==> config.mk <==
export PLATFORM = sky130hd
export DESIGN_NAME = dcache_policy_ctrl
export DESIGN_NICKNAME = d
export VERILOG_FILES = /design/src/rtl/dcache_policy_pkg.sv /design/src/rtl/dcache_policy_decide.sv /design/src/rtl/dcache_policy_regs.sv /design/src/rtl/dcache_policy_ctrl.sv
export SDC_FILE = /design/constraint.sdc
export NUM_CORES = 1
export LEC_CHECK = 0
export CAP_MARGIN = 5
export CORE_MARGIN = 3
export CORE_UTILIZATION = 35
export CTS_BUF_LIST = sky130_fd_sc_hd__clkbuf_8
export DETAILED_ROUTE_END_ITERATION = 10
export GPL_ROUTABILITY_DRIVEN = 0
export MAX_ROUTING_LAYER = met4
export PLACE_DENSITY = 0.85
export SLEW_MARGIN = 20
export SYNTH_ARGS = -nofsm -noshare
export SYNTH_HDL_FRONTEND = slang
export SYNTH_HIERARCHICAL = 1
export SYNTH_SLANG_ARGS = --single-unit
export TNS_END_PERCENT = 5
==> constraint.sdc <==
create_clock -name clk -period 1.8 [get_ports clk]
set_clock_uncertainty 0.15 [all_clocks]
set_input_delay 0.36 -clock clk [delete_from_list [all_inputs] [get_ports clk]]
set_output_delay 0.36 -clock clk [all_outputs]
set_load 0.01 [all_outputs]
==> src/rtl/dcache_policy_pkg.sv <==
package dcache_policy_pkg;

  typedef enum logic [1:0] {
    VERD_HIT  = 2'd0,
    VERD_MISS = 2'd1,
    VERD_FAIL = 2'd2
  } verdict_e;

  typedef enum logic [1:0] {
    TAG_HIT     = 2'd0,
    TAG_MISS    = 2'd1,
    TAG_NOALLOC = 2'd2
  } tagSt_e;

  typedef enum logic [1:0] {
    CLS_LOCAL_WR  = 2'd0,
    CLS_GLOBAL_WR = 2'd1,
    CLS_GLOBAL_RD = 2'd2,
    CLS_WRBK      = 2'd3
  } accCls_e;

  typedef struct packed {
    logic lru;
    logic dirty;
    logic inval;
    logic pushWr;
    logic pushRd;
    logic pushWb;
    logic addMshr;
  } actStrb_t;

endpackage

==> src/rtl/dcache_policy_decide.sv <==
module dcache_policy_decide
  import dcache_policy_pkg::*;
#(
  parameter int MQ_CNT_W = 4
) (
  input  logic                reqValid,
  input  logic                reqWrite,
  input  logic                reqAtomic,
  input  accCls_e             reqClass,
  input  tagSt_e              tagStatus,
  input  logic                victimDirty,
  input  logic                mshrHit,
  input  logic                mshrAvail,
  input  logic [MQ_CNT_W-1:0] mqFree,
  input  logic                cfgWriteThrough,
  input  logic                cfgPrivate,
  input  logic                cfgWriteAlloc,
  output verdict_e            verdict,
  output actStrb_t            act
);
  // slot needs: single store, load miss (fetch + writeback), allocating store miss
  localparam logic [MQ_CNT_W-1:0] NEED_ONE   = MQ_CNT_W'(1);
  localparam logic [MQ_CNT_W-1:0] NEED_LOAD  = MQ_CNT_W'(2);
  localparam logic [MQ_CNT_W-1:0] NEED_STALL = MQ_CNT_W'(3);

  logic throughPath;
  logic mergeOk;
  logic allocOk;
  logic [MQ_CNT_W-1:0] missNeed;

  always_comb begin
    throughPath = cfgWriteThrough || (cfgPrivate && reqClass == CLS_GLOBAL_WR);
    mergeOk     = mshrHit && mshrAvail;
    allocOk     = !mshrHit && mshrAvail && (mqFree >= NEED_ONE);
    missNeed    = reqWrite ? NEED_STALL : NEED_LOAD;
  end

  always_comb begin
    act     = '0;
    verdict = VERD_FAIL;
    if (reqValid) begin
      unique case (tagStatus)
        TAG_HIT: begin
          if (reqWrite && throughPath) begin
            if (mqFree >= NEED_ONE) begin
              verdict    = VERD_HIT;
              act.pushWr = 1'b1;
              act.inval  = 1'b1;
            end
          end else begin
            verdict   = VERD_HIT;
            act.lru   = 1'b1;
            act.dirty = reqWrite || reqAtomic;
          end
        end
        TAG_MISS: begin
          if (reqWrite && !cfgWriteAlloc) begin
            if (mqFree >= NEED_ONE) begin
              verdict    = VERD_MISS;
              act.pushWr = 1'b1;
            end
          end else if ((mqFree >= missNeed) && (mergeOk || allocOk)) begin
            verdict     = VERD_MISS;
            act.lru     = 1'b1;
            act.addMshr = 1'b1;
            act.pushWr  = reqWrite;
            act.pushRd  = allocOk;
            act.pushWb  = allocOk && victimDirty;
          end
        end
        default: ;
      endcase
    end
  end

endmodule

==> src/rtl/dcache_policy_regs.sv <==
module dcache_policy_regs
  import dcache_policy_pkg::*;
#(
  parameter int ADDR_W     = 32,
  parameter int LINE_BYTES = 128
) (
  input  logic              clk,
  input  logic              rstN,
  input  logic              reqValid,
  input  logic [ADDR_W-1:0] reqAddr,
  input  logic [ADDR_W-1:0] victimAddr,
  input  verdict_e          verdictIn,
  input  actStrb_t          actIn,
  output logic              respValid,
  output verdict_e          verdictQ,
  output actStrb_t          actQ,
  output logic [ADDR_W-1:0] writeAddr,
  output logic [ADDR_W-1:0] readAddr,
  output logic [ADDR_W-1:0] writebackAddr
);
  localparam int OFFS_W = $clog2(LINE_BYTES);

  logic [ADDR_W-1:0] lineAddr;
  assign lineAddr = {reqAddr[ADDR_W-1:OFFS_W], {OFFS_W{1'b0}}};

  always_ff @(posedge clk) begin
    if (!rstN) begin
      respValid     <= 1'b0;
      verdictQ      <= VERD_FAIL;
      actQ          <= '0;
      writeAddr     <= '0;
      readAddr      <= '0;
      writebackAddr <= '0;
    end else begin
      respValid     <= reqValid;
      verdictQ      <= verdictIn;
      actQ          <= actIn;
      writeAddr     <= reqAddr;
      readAddr      <= lineAddr;
      writebackAddr <= victimAddr;
    end
  end

endmodule

==> src/rtl/dcache_policy_ctrl.sv <==
module dcache_policy_ctrl
  import dcache_policy_pkg::*;
#(
  parameter int ADDR_W     = 32,
  parameter int LINE_BYTES = 128,
  parameter int MQ_CNT_W   = 4
) (
  input  logic                clk,
  input  logic                rstN,
  input  logic                reqValid,
  input  logic [ADDR_W-1:0]   reqAddr,
  input  logic                reqWrite,
  input  logic                reqAtomic,
  input  logic [1:0]          reqClass,
  input  logic [1:0]          tagStatus,
  input  logic                victimDirty,
  input  logic [ADDR_W-1:0]   victimAddr,
  input  logic                mshrHit,
  input  logic                mshrAvail,
  input  logic [MQ_CNT_W-1:0] mqFree,
  input  logic                cfgWriteThrough,
  input  logic                cfgPrivate,
  input  logic                cfgWriteAlloc,
  output logic                respValid,
  output logic [1:0]          verdict,
  output logic                doLruUpdate,
  output logic                doSetDirty,
  output logic                doInvalidate,
  output logic                doPushWrite,
  output logic                doPushRead,
  output logic                doPushWriteback,
  output logic                doAddMshr,
  output logic [ADDR_W-1:0]   writeAddr,
  output logic [ADDR_W-1:0]   readAddr,
  output logic [ADDR_W-1:0]   writebackAddr
);
  verdict_e verdictComb;
  verdict_e verdictReg;
  actStrb_t actComb;
  actStrb_t actReg;

  dcache_policy_decide #(.MQ_CNT_W(MQ_CNT_W)) decide_i (
    .reqValid        (reqValid),
    .reqWrite        (reqWrite),
    .reqAtomic       (reqAtomic),
    .reqClass        (accCls_e'(reqClass)),
    .tagStatus       (tagSt_e'(tagStatus)),
    .victimDirty     (victimDirty),
    .mshrHit         (mshrHit),
    .mshrAvail       (mshrAvail),
    .mqFree          (mqFree),
    .cfgWriteThrough (cfgWriteThrough),
    .cfgPrivate      (cfgPrivate),
    .cfgWriteAlloc   (cfgWriteAlloc),
    .verdict         (verdictComb),
    .act             (actComb)
  );

  dcache_policy_regs #(.ADDR_W(ADDR_W), .LINE_BYTES(LINE_BYTES)) regs_i (
    .clk           (clk),
    .rstN          (rstN),
    .reqValid      (reqValid),
    .reqAddr       (reqAddr),
    .victimAddr    (victimAddr),
    .verdictIn     (verdictComb),
    .actIn         (actComb),
    .respValid     (respValid),
    .verdictQ      (verdictReg),
    .actQ          (actReg),
    .writeAddr     (writeAddr),
    .readAddr      (readAddr),
    .writebackAddr (writebackAddr)
  );

  assign verdict         = verdictReg;
  assign doLruUpdate     = actReg.lru;
  assign doSetDirty      = actReg.dirty;
  assign doInvalidate    = actReg.inval;
  assign doPushWrite     = actReg.pushWr;
  assign doPushRead      = actReg.pushRd;
  assign doPushWriteback = actReg.pushWb;
  assign doAddMshr       = actReg.addMshr;

endmodule

==> results.ini <==
[routing]
dr_total_vias = 2060
routed_wl_um = 6610
ant_nets = 0
drcViolationCount = 0
routedWlPerCell_um = 13.6
avgViaCountPerCell = 4.23
first_iter_violations = 27
first_pass_iters = 4

[timing]
fin_hold_ws_ps = 294
fmax_mhz = 567
finalCriticalPeriod_ps = 1760
rsz0062_at_grt = false
hold_violations = 0
finalSetupViolCount = 0
finalCritPeriodShare_pct = 97.9
finalMaxSlewViolations = 0

[die]
fp.dieW_um = 90.3
ios = 189
dieArea_mm2 = 0.00815
rows = 30
die_y_um = 90.3
coreArea_mm2 = 0.00683
initial_core_util_pct = 36.4

[synth]
yosysTopAreaCellShare_pct = 59.6
async_flop_share_pct = 0
synth_cell_types = 28
ys_seq_area_share_pct = 59.6
yosys_warnings = 6
synthTopCellsByArea = dfxtp_1 (60%), and2_1 (18%), buf_4 (9.7%)
synth_area_leader_cell = dfxtp_1
synth_ff_type = dfxtp_1
synthCells = 220
synth_edf_count = 0
synth_seq_cells = 74
syn_avg_cell_area_um2 = 11.3
syn_area_mm2 = 0.00249

[power_and_ir_drop]
power.sequential.fraction_pct = 46.6
power_frac_comb_pct = 15.7
power.switching_uw = 811
internal_power_uw = 2930
power_uw = 3740
switching_share_pct = 21.6
clkPwrFrac_pct = 37.7
leakage_uw = 0.00179
power_density_mw_per_mm2 = 844
ir_drop_mv = 0.351

[worst_setup_path]
critPathKind = input port to register
cp.required_ps = 1870
end_kind = register
critPathArrivalTime_ps = 1830
critical_path.max_fanout = 2
cp-start-kind = input port

[clock_network]
htreeDepth = 3
cts_sinks = 74
cts_root_buffer = clkbuf_8
cts_tree = built
clkTransAtPathRegs_ps = 70
cts_buffers = 9
cts_setup_buffers = 0
cts.path.max_buffers = 2
cts_hold_buf = 0

[placement]
post-dp-hpwl_um = 5380
io_buffers = 181

[finish]
fillCellCount = 543
seq_area_mm2 = 0.00148
synthToLayoutAreaGrowth_pct = 78.4
fin_nets = 470
multi_input_area_um2 = 722
drive_gt1_share_pct = 7.42
insertedDiodeCount = 0

[global_route]
grt_max_degree = 43
grt.overflow.total = 0
groute.usage.overall_pct = 16.2
grt_pass1_vias = 2077
grt_pass1_wl_um = 10100
use_met3_pct = 4.83
gr-usage-met2_pct = 30.1
busiest_layer = met2
antenna_found_initial = 0
gr-usage-met1_pct = 15.5

[run]
maxCapViolCount = 0

[min_path]
hp-class = input port to register

[status]
status = completed

==> worst max-delay path, cell delays in order <==
cell and delay, ps:
clkdlybuf4s50_1 430, buf_4 150, nor4_1 390, nand2_1 120
a41o_1 240, and2_1 140
==> metrics by stage <==
step | util (%) | std cells | setup TNS [ps] | setup slack, ps | cell area (um2)
after floorplan | - | 226 | 0 | 175 | 2510
after global placement | 61.3 | 471 | -1870 | -308 | 4190
after detailed placement | 61.3 | 471 | -2160 | -371 | 4190
after CTS | 64.6 | 487 | 0 | 19.7 | 4410
after global routing | 65.0 | 487 | 0 | 0.519 | 4440
final | 65.0 | 487 | 0 | 37.8 | 4440
==> final cells by class <==
class | count | share of cell area, %
timing repair buffer | 189 | 42.5
multi-input combinational | 111 | 16.3
inverter | 1 | 0.0846
clock inverter | 6 | 2.00
sequential | 74 | 33.4
clock buffer | 10 | 3.10
tap | 96 | 2.71
==> path summary, 6_finish.rpt <==
check	slack (ps)	depth (start not counted)	startpoint	endpoint
worst max-delay path	40	6	mqFree[2]	regs_i/actQ[3]
worst min-delay path	290	2	rstN	regs_i/verdictQ[1]
==> layout by cell type (no fill, tap or decap) <==
master           count
clkdlybuf4s50_1    178
dfxtp_1             74
and2_1              73
clkbuf_8            10
buf_4                7
conb_1               7
nand2_1              5
o211ai_1             3
clkinvlp_4           2
bufinv_16            2
and3b_1              2
o21ai_0              2
nand2b_1             2
dlymetal6s2s_1       2
inv_6                1
clkinv_2             1
or4_4                1
nor3b_1              1
o2111a_1             1
inv_1                1
nor2b_2              1
o21a_1               1
or2b_1               1
nor3_1               1
nor4_1               1
a41o_1               1
nor4_2               1
nor2_1               1
o211a_1              1
a21o_1               1
and3_1               1
o2bb2ai_1            1
a32oi_1              1
ha_4                 1
buf_2                1
buf_12               1
==> cell families (layout without fill, tap and decap cells) <==
kind of cell             count (synthesis)  in the layout  synth area share (%)
other                                    1              7                 0.151
AND/OR/NAND/NOR                         91             91                  22.7
flip-flops                              74             74                  59.6
adder cells (fa/ha/maj)                  1              1                 0.503
AO/OA/AOI/OAI                           12             12                  3.87
buffers and inverters                   41            206                  13.2
==> cells in the mapped netlist (all sizes together), types with 2 or more instances <==
| cell type | instances |
|---|---|
| nor4 | 2 |
| dfxtp | 74 |
| o211ai | 3 |
| and3b | 2 |
| buf | 40 |
| and2 | 73 |
| o21ai | 2 |
| nand2 | 5 |
| nand2b | 2 |
==> registers in the layout, indices dropped and copies added, names as in the netlist <==
register and count:
regs_i/actQ 7, regs_i/respValid 1, regs_i/verdictQ 2, regs_i/writeAddr 32
regs_i/writebackAddr 32
==> power groups by stage <==
stage / clock network (uW) / registers (uW) / logic (uW)
after global routing: 1520 / 1750 / 624
after global placement: 0 / 1780 / 572
after detailed placement: 0 / 1790 / 588
final: 1410 / 1750 / 588
after floorplan: 0 / 1830 / 176
after CTS: 1450 / 1750 / 591
==> per-layer routing <==
metal / vias to the layer above / wire [um] / part of all wire [%]
met2: 129 / 3610 / 55
li1: 986 / - / -
met3: 12 / 517 / 7.8
met5: - / 0 / 0
met1: 933 / 2340 / 35
met4: 0 / 135 / 2.0
==> timing repair <==
| action | in CTS | in global routing |
|---|---|---|
| resized for setup | 1 | 4 |
| endpoints found under the setup margin | 1 | 3 |
| pin swaps | 0 | 1 |
| cloned | 0 | 0 |
(Power assumes the default switching activity.)
